## src/rtl/mbx_pkg.sv

```systemverilog
package mbx_pkg;
  localparam int MBX_DW        = 32;
  // register bases (byte offsets)
  localparam int OFS_REV       = 'h000;
  localparam int OFS_MSG       = 'h040;
  localparam int OFS_FULL      = 'h080;
  localparam int OFS_LEVEL     = 'h0C0;
  localparam int FIFO_STRIDE   = 4;
  // interrupt layout variants
  localparam int LAYOUT_RMW    = 0;
  localparam int LAYOUT_SETCLR = 1;
  localparam int L0_PEND_BASE  = 'h100;
  localparam int L0_STRIDE     = 8;
  localparam int L1_PEND_BASE  = 'h104;
  localparam int L1_STRIDE     = 'h10;
endpackage

```

## src/rtl/mbx_fifo.sv

```systemverilog
module mbx_fifo #(
  parameter int DEPTH  = 4,
  parameter int DATA_W = 32,
  parameter int CNT_W  = $clog2(DEPTH + 1)
) (
  input  logic              clk,
  input  logic              rst,
  input  logic              push,
  input  logic              pop,
  input  logic [DATA_W-1:0] wdata,
  output logic [DATA_W-1:0] head,
  output logic [CNT_W-1:0]  count,
  output logic              full,
  output logic              push_ok,
  output logic              pop_from_full
);
  localparam int PTR_W = (DEPTH > 1) ? $clog2(DEPTH) : 1;

  logic [DATA_W-1:0] mem [DEPTH];
  logic [PTR_W-1:0]  wr_ptr, rd_ptr;
  logic              empty, pop_ok;

  assign full          = (count == CNT_W'(DEPTH));
  assign empty         = (count == '0);
  assign push_ok       = push & ~full & ~rst;
  assign pop_ok        = pop & ~empty & ~rst;
  assign pop_from_full = pop_ok & full;

  function automatic logic [PTR_W-1:0] bump(input logic [PTR_W-1:0] p);
    return (p == PTR_W'(DEPTH - 1)) ? '0 : p + 1'b1;
  endfunction

  // storage: write port only, no reset, so it can map to RAM
  always_ff @(posedge clk) begin
    if (push_ok) mem[wr_ptr] <= wdata;
  end

  assign head = empty ? '0 : mem[rd_ptr];

  always_ff @(posedge clk) begin
    if (rst) begin
      wr_ptr <= '0;
      rd_ptr <= '0;
      count  <= '0;
    end else begin
      if (push_ok) wr_ptr <= bump(wr_ptr);
      if (pop_ok)  rd_ptr <= bump(rd_ptr);
      case ({push_ok, pop_ok})
        2'b10:   count <= count + 1'b1;
        2'b01:   count <= count - 1'b1;
        default: count <= count;
      endcase
    end
  end
endmodule

```

## src/rtl/mbx_decode.sv

```systemverilog
module mbx_decode import mbx_pkg::*; #(
  parameter int NUM_FIFOS = 4,
  parameter int NUM_USERS = 4,
  parameter int LAYOUT    = LAYOUT_SETCLR,
  parameter int ADDR_W    = 12
) (
  input  logic [ADDR_W-1:0]    addr,
  output logic                 rev_hit,
  output logic [NUM_FIFOS-1:0] msg_hit,
  output logic [NUM_FIFOS-1:0] full_hit,
  output logic [NUM_FIFOS-1:0] lvl_hit,
  output logic [NUM_USERS-1:0] pend_hit,
  output logic [NUM_USERS-1:0] mask_hit,
  output logic [NUM_USERS-1:0] set_hit,
  output logic [NUM_USERS-1:0] clr_hit
);
  assign rev_hit = (addr == ADDR_W'(OFS_REV));

  for (genvar m = 0; m < NUM_FIFOS; m++) begin : g_fifo
    assign msg_hit[m]  = (addr == ADDR_W'(OFS_MSG   + FIFO_STRIDE * m));
    assign full_hit[m] = (addr == ADDR_W'(OFS_FULL  + FIFO_STRIDE * m));
    assign lvl_hit[m]  = (addr == ADDR_W'(OFS_LEVEL + FIFO_STRIDE * m));
  end

  for (genvar u = 0; u < NUM_USERS; u++) begin : g_user
    if (LAYOUT == LAYOUT_RMW) begin : g_rmw
      assign pend_hit[u] = (addr == ADDR_W'(L0_PEND_BASE + L0_STRIDE * u));
      assign mask_hit[u] = (addr == ADDR_W'(L0_PEND_BASE + 4 + L0_STRIDE * u));
      assign set_hit[u]  = 1'b0;
      assign clr_hit[u]  = 1'b0;
    end else begin : g_setclr
      assign pend_hit[u] = (addr == ADDR_W'(L1_PEND_BASE + L1_STRIDE * u));
      assign mask_hit[u] = 1'b0;
      assign set_hit[u]  = (addr == ADDR_W'(L1_PEND_BASE + 4 + L1_STRIDE * u));
      assign clr_hit[u]  = (addr == ADDR_W'(L1_PEND_BASE + 8 + L1_STRIDE * u));
    end
  end
endmodule

```

## src/rtl/mbx_user_irq.sv

```systemverilog
module mbx_user_irq #(
  parameter int EV_W = 8
) (
  input  logic            clk,
  input  logic            rst,
  input  logic [EV_W-1:0] ev,
  input  logic            wr_pend,
  input  logic            wr_mask,
  input  logic            wr_set,
  input  logic            wr_clr,
  input  logic [EV_W-1:0] wdata,
  output logic [EV_W-1:0] pending,
  output logic [EV_W-1:0] enable,
  output logic            irq
);
  logic [EV_W-1:0] pend_nxt, en_nxt;

  always_comb begin
    pend_nxt = (pending & ~(wr_pend ? wdata : '0)) | ev;
    en_nxt   = enable;
    if (wr_mask) en_nxt = wdata;
    if (wr_set)  en_nxt = en_nxt | wdata;
    if (wr_clr)  en_nxt = en_nxt & ~wdata;
  end

  always_ff @(posedge clk) begin
    if (rst) begin
      pending <= '0;
      enable  <= '0;
      irq     <= 1'b0;
    end else begin
      pending <= pend_nxt;
      enable  <= en_nxt;
      irq     <= |(pending & enable);
    end
  end
endmodule

```

## src/rtl/mbx_top.sv

```systemverilog
module mbx_top import mbx_pkg::*; #(
  parameter int          NUM_FIFOS = 4,
  parameter int          NUM_USERS = 4,
  parameter int          DEPTH     = 4,
  parameter int          LAYOUT    = LAYOUT_SETCLR,
  parameter int          ADDR_W    = 12,
  parameter logic [31:0] REV_ID    = 32'h0001_0200
) (
  input  logic                 clk,
  input  logic                 rst,
  input  logic                 bus_sel,
  input  logic                 bus_wr,
  input  logic [ADDR_W-1:0]    bus_addr,
  input  logic [31:0]          bus_wdata,
  output logic [31:0]          bus_rdata,
  output logic [NUM_USERS-1:0] irq_out
);
  localparam int EV_W  = 2 * NUM_FIFOS;
  localparam int CNT_W = $clog2(DEPTH + 1);

  logic                 rev_hit;
  logic [NUM_FIFOS-1:0] msg_hit, full_hit, lvl_hit;
  logic [NUM_USERS-1:0] pend_hit, mask_hit, set_hit, clr_hit;
  logic                 do_wr, do_rd;

  logic [NUM_FIFOS-1:0][MBX_DW-1:0] fifo_head;
  logic [NUM_FIFOS-1:0][CNT_W-1:0]  fifo_cnt;
  logic [NUM_FIFOS-1:0]             fifo_full, fifo_push_ok, fifo_pop_ff;
  logic [EV_W-1:0]                  ev;
  logic [NUM_USERS-1:0][EV_W-1:0]   pend, mask;
  logic [31:0]                      rd_mux;

  assign do_wr = bus_sel & bus_wr;
  assign do_rd = bus_sel & ~bus_wr;

  mbx_decode #(
    .NUM_FIFOS(NUM_FIFOS), .NUM_USERS(NUM_USERS),
    .LAYOUT(LAYOUT), .ADDR_W(ADDR_W)
  ) u_dec (
    .addr(bus_addr), .rev_hit(rev_hit),
    .msg_hit(msg_hit), .full_hit(full_hit), .lvl_hit(lvl_hit),
    .pend_hit(pend_hit), .mask_hit(mask_hit),
    .set_hit(set_hit), .clr_hit(clr_hit)
  );

  for (genvar m = 0; m < NUM_FIFOS; m++) begin : g_q
    mbx_fifo #(.DEPTH(DEPTH), .DATA_W(MBX_DW), .CNT_W(CNT_W)) u_fifo (
      .clk(clk), .rst(rst),
      .push(do_wr & msg_hit[m]),
      .pop(do_rd & msg_hit[m]),
      .wdata(bus_wdata),
      .head(fifo_head[m]),
      .count(fifo_cnt[m]),
      .full(fifo_full[m]),
      .push_ok(fifo_push_ok[m]),
      .pop_from_full(fifo_pop_ff[m])
    );
    // interleaved event bits: arrival at 2m, space at 2m+1
    assign ev[2*m]   = fifo_push_ok[m];
    assign ev[2*m+1] = fifo_pop_ff[m];
  end

  for (genvar u = 0; u < NUM_USERS; u++) begin : g_usr
    mbx_user_irq #(.EV_W(EV_W)) u_irq (
      .clk(clk), .rst(rst), .ev(ev),
      .wr_pend(do_wr & pend_hit[u]),
      .wr_mask(do_wr & mask_hit[u]),
      .wr_set(do_wr & set_hit[u]),
      .wr_clr(do_wr & clr_hit[u]),
      .wdata(bus_wdata[EV_W-1:0]),
      .pending(pend[u]),
      .enable(mask[u]),
      .irq(irq_out[u])
    );
  end

  // one-hot read select
  always_comb begin
    rd_mux = '0;
    if (rev_hit) rd_mux = REV_ID;
    for (int m = 0; m < NUM_FIFOS; m++) begin
      if (msg_hit[m])  rd_mux = fifo_head[m];
      if (full_hit[m]) rd_mux = {31'b0, fifo_full[m]};
      if (lvl_hit[m]) begin
        rd_mux = '0;
        rd_mux[CNT_W-1:0] = fifo_cnt[m];
      end
    end
    for (int u = 0; u < NUM_USERS; u++) begin
      if (pend_hit[u]) begin
        rd_mux = '0;
        rd_mux[EV_W-1:0] = pend[u];
      end
      if (mask_hit[u] | set_hit[u] | clr_hit[u]) begin
        rd_mux = '0;
        rd_mux[EV_W-1:0] = mask[u];
      end
    end
  end

  always_ff @(posedge clk) begin
    if (rst)        bus_rdata <= '0;
    else if (do_rd) bus_rdata <= rd_mux;
    else            bus_rdata <= '0;
  end
endmodule

```

## config.mk

```make
export PLATFORM = sky130hd
export DESIGN_NAME = mbx_top
export DESIGN_NICKNAME = d
export VERILOG_FILES = /design/src/rtl/mbx_pkg.sv /design/src/rtl/mbx_fifo.sv /design/src/rtl/mbx_decode.sv /design/src/rtl/mbx_user_irq.sv /design/src/rtl/mbx_top.sv
export SDC_FILE = /design/constraint.sdc
export NUM_CORES = 1
export LEC_CHECK = 0
export BUFFER_PORTS_ARGS = -buffer_cell sky130_fd_sc_hd__buf_4
export CAP_MARGIN = 20
export CORE_MARGIN = 1.5
export CORE_UTILIZATION = 30
export DETAILED_ROUTE_END_ITERATION = 7
export GPL_ROUTABILITY_DRIVEN = 0
export HOLD_SLACK_MARGIN = 0.15
export PLACE_DENSITY = 0.49
export SLEW_MARGIN = 0
export SYNTH_ARGS = -nofsm -noshare
export SYNTH_HDL_FRONTEND = slang
export SYNTH_SLANG_ARGS = --single-unit
```

## constraint.sdc

```tcl
create_clock -name clk -period 4.8 [get_ports clk]
set_input_delay 0.48 -clock clk [delete_from_list [all_inputs] [get_ports clk]]
set_output_delay 0.48 -clock clk [all_outputs]
set_load 0.005 [all_outputs]
```

* Word-level counts from Yosys, hierarchy flattened
Memories as Yosys holds them, arrays and structs flattened. A register that Yosys moved wholly into a read port is not among the register bits.
Cells that the tools add are included.
** Word-level totals
- Register bits :: 128
- Bits in writable memories :: 512
- Output and inout bits :: 36
- Logic and storage cells :: 252
- Memories :: 4
** Operators by class
- $add $sub $neg :: 16
- Eq/ne operators :: 44
- Multiplexer cells :: 65
- Bitwise logic cells :: 82
- Reductions and logical operators :: 15
** Memory list
- g_q[0].u_fifo.mem :: depth 4, width 32, rd ports 1, clocked after memory_dff 1, write ports 1, RTL line mbx_fifo.sv:19 : logic [DATA_W-1:0] mem [DEPTH];
- g_q[1].u_fifo.mem :: depth 4, width 32, rd ports 1, clocked after memory_dff 1, write ports 1, RTL line mbx_fifo.sv:19
- g_q[2].u_fifo.mem :: depth 4, width 32, rd ports 1, clocked after memory_dff 1, write ports 1, RTL line mbx_fifo.sv:19
- g_q[3].u_fifo.mem :: depth 4, width 32, rd ports 1, clocked after memory_dff 1, write ports 1, RTL line mbx_fifo.sv:19
** Operators by type and width (count)
- $mux W32 :: 14
- $mux W8 :: 22
- $eq A12 B9 Y1 const B :: 12
- $and A8 B8 Y8 :: 12
- $eq A12 B8 Y1 const B :: 8
- $or A8 B8 Y8 :: 8
- $eq A12 B7 Y1 const B :: 4
- $and A1 B1 Y1 :: 42
- $not A8 Y8 :: 5
- $mux W2 :: 16
- $reduce_or A8 Y1 :: 4
- $eq A2 B2 Y1 const B :: 12
- $pmux W3 S2 :: 4
- $mux W17 :: 1
- $add A2 B1 Y2 const B :: 8
- $add A3 B1 Y3 const B :: 4
- $eq A3 B3 Y1 const B :: 4
- $logic_not A12 Y1 :: 1
- $logic_not A3 Y1 :: 4
- $reduce_or A12 Y1 :: 1
- $sub A3 B1 Y3 const B :: 4
- $not A1 Y1 :: 11
- $eq A2 B1 Y1 const B :: 4
- $mux W1 :: 8
- 3 further kinds :: 9

* Depth between registers and ports, before layout
- Word-level depth :: 22
- Gate-level depth with buffers :: 13
- Depth with buffers taken out :: 11

* Modules after synthesis
From an unflattened synthesis, not the netlist that was laid out.
** Unflattened totals
- Cells, all modules :: 1798
- Area total of the unflattened synthesis :: 27742.9 um^2
** By module, submodules not included
- mbx_fifo :: times used 4, cells an instance 256, area an instance 5353.9 um^2
- mbx_user_irq :: times used 4, cells an instance 72, area an instance 755.7 um^2
- mbx_top :: times used 1, cells an instance 430, area an instance 2901.5 um^2
- mbx_decode :: times used 1, cells an instance 56, area an instance 402.9 um^2

* Worst setup path before layout
Ideal clock, no wire load.
- Path type :: input port to flip-flop
- Start :: input bus_addr[7]
- End :: memory g_q[0].u_fifo.mem[0][0] (enable)
- Library setup time :: 0.421 ns
- Arrival time :: 3.171 ns
- Data required time :: 4.379 ns
- Setup slack :: 1.208 ns
- Stages on the path :: 7
- Buffers on the path :: 2
- Cells stage by stage :: buf_2 > nor4b_4 > nand2_1 > nor3_2 > nand3_1 > clkbuf_1 > nor2_1
** Between the ends
- Longest elaborated chain between the ends :: 6
** Ends and longest elaborated chain
- start: declaration :: RTL line mbx_top.sv:13 : input logic [ADDR_W-1:0] bus_addr,
- $eq A12 B7 Y1 :: RTL line mbx_decode.sv:20 : assign msg_hit[m] = (addr == ADDR_W'(OFS_MSG + FIFO_STRIDE * m));
- $and A1 B1 Y1 :: RTL line mbx_top.sv:49 : .push(do_wr & msg_hit[m]),
- $and A1 B1 Y1 (2 in series) :: RTL line mbx_fifo.sv:25 : assign push_ok = push & ~full & ~rst;
- $mux W1 :: RTL line mbx_fifo.sv:35 : if (push_ok) mem[wr_ptr] <= wdata;
- $mux W1 (implied by the code) :: RTL line mbx_fifo.sv:35
- end: declaration :: RTL line mbx_fifo.sv:19
No other way between the ends.

* Worst setup path after layout
- Start :: input bus_addr[1]
- End :: memory g_q[0].u_fifo.mem[1][19] (enable)
Same word-level chain as after synthesis.

==> metrics.log <==
INFO  metric outcome = finished clean
INFO  metric async_flop_share = 0%
INFO  metric worstPathArrival = 3.57 ns
INFO  metric power_density = 391 mW/mm2
INFO  metric fp.dieW = 296 um
INFO  metric starting_density = 30.2%
INFO  metric nets = 1735
INFO  metric boundaryPins = 84
INFO  metric synthesis.area = 0.0257 mm2
INFO  metric vias_in_the_first_global_route = 14914
INFO  metric crit_end_element = flop
INFO  metric cap_violations = 0
INFO  metric post_synth_inst_count = 1551
INFO  metric clockRootBuffer = sky130_fd_sc_hd__clkbuf_16
INFO  metric final_total_pwr = 0.0118 W
INFO  metric placement.io_buffers = 83
INFO  metric synth_nets = 1627
INFO  metric placeableCoreArea = 0.0850 mm2
INFO  metric setup.worst_path.start_class = input port
INFO  metric dominantRegCellSynth = sky130_fd_sc_hd__edfxtp_1
INFO  metric vias = 14796
INFO  metric via_per_inst = 5.17
INFO  metric ctsHoldBuffers = 0
INFO  metric finalSetupViolations = 0
INFO  metric dp_slack = 0.901 ns
INFO  metric timing.hold.worst.start = bus_wdata[26]
INFO  metric core.rowCount = 107
INFO  metric layout.cells.most_common_list = 512 x sky130_fd_sc_hd__edfxtp_1, 128 x sky130_fd_sc_hd__mux4_2, 128 x sky130_fd_sc_hd__dfxtp_1
INFO  metric cellLeakagePower = 9.24 nW
INFO  metric most_common_library_cell_in_the_layout_ignoring_fill_and_taps = sky130_fd_sc_hd__edfxtp_1
INFO  metric tritoncts.num_buffers = 72
INFO  metric final_period_minus_worst_setup_slack = 3.29 ns
INFO  metric cp_data_required_time = 5.08 ns
INFO  metric cts.sinks = 648
INFO  metric fin_setup_tns = 0 ns
INFO  metric critPathMaxFanout = 18
INFO  metric synth_enable_flop_cells = 512
INFO  metric synth-warning-count = 0
INFO  metric min-delay-path-class = in2reg
INFO  metric worst-slew-pin-transition = 1.07 ns
INFO  metric die_area = 0.0874 mm2
INFO  metric grt_first_pass_wirelength = 105000 um
INFO  metric grt_max_degree = 56
INFO  metric achievable-frequency = 304 MHz
INFO  metric final.setup.worst_slack = 1.51 ns
INFO  metric cts_setup_buffers = 0
INFO  metric rsz0062_at_grt = false
INFO  metric grt_overflow_total = 0
INFO  metric detailedRoute.firstPassIterationCount = 6
INFO  metric antenna_found_initial = 0
INFO  metric synth.lib_cells_used.distinct = 77
INFO  metric number_of_antenna_cells_inserted = 0
INFO  metric yosysSeqAreaShare = 70.4%
INFO  metric hold_viol_final = 0
INFO  metric postSynthRegisterBits = 648
INFO  metric fill_cell_total_of_the_finished_layout = 8086
INFO  metric area_growth = 17.4%
INFO  metric routed_wirelength = 71700 um
INFO  metric ant_nets = 0
INFO  metric drt_iter0_markers = 1352
INFO  metric irDropWorstVdd = 0.240 mV
INFO  metric max-clock-path-buffers = 3
INFO  metric routed_wire_length_per_instance = 25.0 um
INFO  metric drive_gt1_share = 24.9%
INFO  metric clock_skew = 0.0241 ns
INFO  metric final_min_period_over_clock_period = 68.6%
INFO  metric grt_util_all_layers = 16.5%
INFO  metric maxSlewHeadroom = 29.0%
INFO  metric post_cts.resized_instances = 0
INFO  metric fp.dieH = 296 um
INFO  metric timing.setup.critical_path_class = in2reg
INFO  metric avg_synthesized_cell_area = 16.6 um2
INFO  metric post-dp-hpwl = 45600 um
INFO  metric clkSlewWorstSetupHoldPaths = 0.06 ns
INFO  metric cts_htree_levels = 3
INFO  metric slew_violations = 0
INFO  metric cts_tree = done
INFO  metric critical_path_source = bus_addr[1]
INFO  metric drc = 0
INFO  metric insertion_delay = 0.62 ns
## worst paths after layout
check             slack, ns  cells after the start                            endpoint
setup / recovery       1.51                      5  g_q[0].u_fifo.mem[1][19]$_DFFE_PP_
hold / removal         0.19                      1  g_q[3].u_fifo.mem[3][26]$_DFFE_PP_
setup reg to reg       2.05                      5            bus_rdata[24]$_SDFF_PP0_
hold reg to reg        0.48                      2                                flop
## cells in the mapped netlist (5+ instances only)
library cell	n	area, um2
sky130_fd_sc_hd__nor3_1	11	55.1
sky130_fd_sc_hd__buf_2	42	210
sky130_fd_sc_hd__and2_1	13	81.3
sky130_fd_sc_hd__o22ai_1	12	75.1
sky130_fd_sc_hd__nand2_1	111	417
sky130_fd_sc_hd__clkbuf_1	43	161
sky130_fd_sc_hd__a31o_2	15	131
sky130_fd_sc_hd__a21oi_1	100	500
sky130_fd_sc_hd__edfxtp_1	512	15400
sky130_fd_sc_hd__a211oi_1	39	293
sky130_fd_sc_hd__nor2_1	74	278
sky130_fd_sc_hd__o31ai_1	6	45.0
sky130_fd_sc_hd__nand3_1	12	60.1
sky130_fd_sc_hd__a22o_1	22	193
sky130_fd_sc_hd__mux2i_1	6	60.1
sky130_fd_sc_hd__a31oi_1	8	50.1
sky130_fd_sc_hd__nor2_2	6	37.5
sky130_fd_sc_hd__xor2_1	8	70.1
sky130_fd_sc_hd__a221oi_1	24	210
sky130_fd_sc_hd__ha_1	24	300
sky130_fd_sc_hd__inv_1	38	143
sky130_fd_sc_hd__o21ai_0	22	110
sky130_fd_sc_hd__dfxtp_1	136	2720
sky130_fd_sc_hd__or3_1	12	75.1
sky130_fd_sc_hd__mux4_2	128	2880
sky130_fd_sc_hd__a22oi_1	28	210
sky130_fd_sc_hd__and3_1	5	31.3
## kinds of logic (layout without fill, tap and decap cells)
kind of cell	Yosys count	in the layout	synth area share [%]
compound gates	315	315	8.42
xor+xnor	8	8	0.273
fa+ha+maj	28	28	1.48
buf+inv	129	296	2.15
flops	648	648	70.4
mux	135	135	11.5
simple gates	288	288	5.75
## metrics by stage
stage | std cells | utilization (%) | cell area (um2) | hold slack (ns)
after global placement | 2725 | 32.6 | 27700 | 0.459
after floorplan | 1551 | - | 25700 | 0.445
after detailed placement | 2726 | 32.6 | 27700 | 0.466
final | 2862 | 35.5 | 30200 | 0.188
after CTS | 2859 | 35.4 | 30100 | 0.153
after global routing | 2862 | 35.5 | 30200 | 0.179
## where the power goes
part / total (W) / leakage [nW] / switching (W) / internal (W)
registers: 0.00605 / 5.70 / 0.0000000578 / 0.00605
clock network: 0.00554 / 1.16 / 0.00227 / 0.00327
logic: 0.000212 / 2.39 / 0.000167 / 0.0000454
## final cells by class
| type | instances | area [um2] | area share [%] |
|---|---|---|---|
| Clock inverter | 30 | 323 | 1.07 |
| Multi-Input combinational cell | 774 | 7130 | 23.6 |
| Timing Repair Buffer | 125 | 988 | 3.28 |
| Clock buffer | 103 | 2050 | 6.80 |
| Inverter | 38 | 143 | 0.473 |
| Sequential cell | 648 | 18100 | 60.0 |
| Tap cell | 1144 | 1430 | 4.74 |
## state kept, by name, summed over array words and instances (netlist names), named ones only
signal / flops
g_q.u_fifo.mem: 512
g_usr.u_irq.irq: 4
g_usr.u_irq.pending: 32
g_q.u_fifo.rd_ptr: 8
g_q.u_fifo.count: 12
bus_rdata: 32
g_q.u_fifo.wr_ptr: 8
## layer usage
layer | wire length [um] | track usage, % | vias to the layer above
met4 | 1960 | 4.82 | 0
met3 | 3870 | 2.76 | 138
li1 | - | - | 6421
met5 | 0 | 0 | -
met2 | 34100 | 26.4 | 530
met1 | 31700 | 23.0 | 7707
## critical path, stage by stage
cell	delay (ns)
sky130_fd_sc_hd__buf_4	0.16
sky130_fd_sc_hd__nor4_1	0.90
sky130_fd_sc_hd__nand3_1	0.88
sky130_fd_sc_hd__nor2_4	0.72
sky130_fd_sc_hd__buf_4	0.40
No activity file was read; power rests on OpenSTA's default activity.
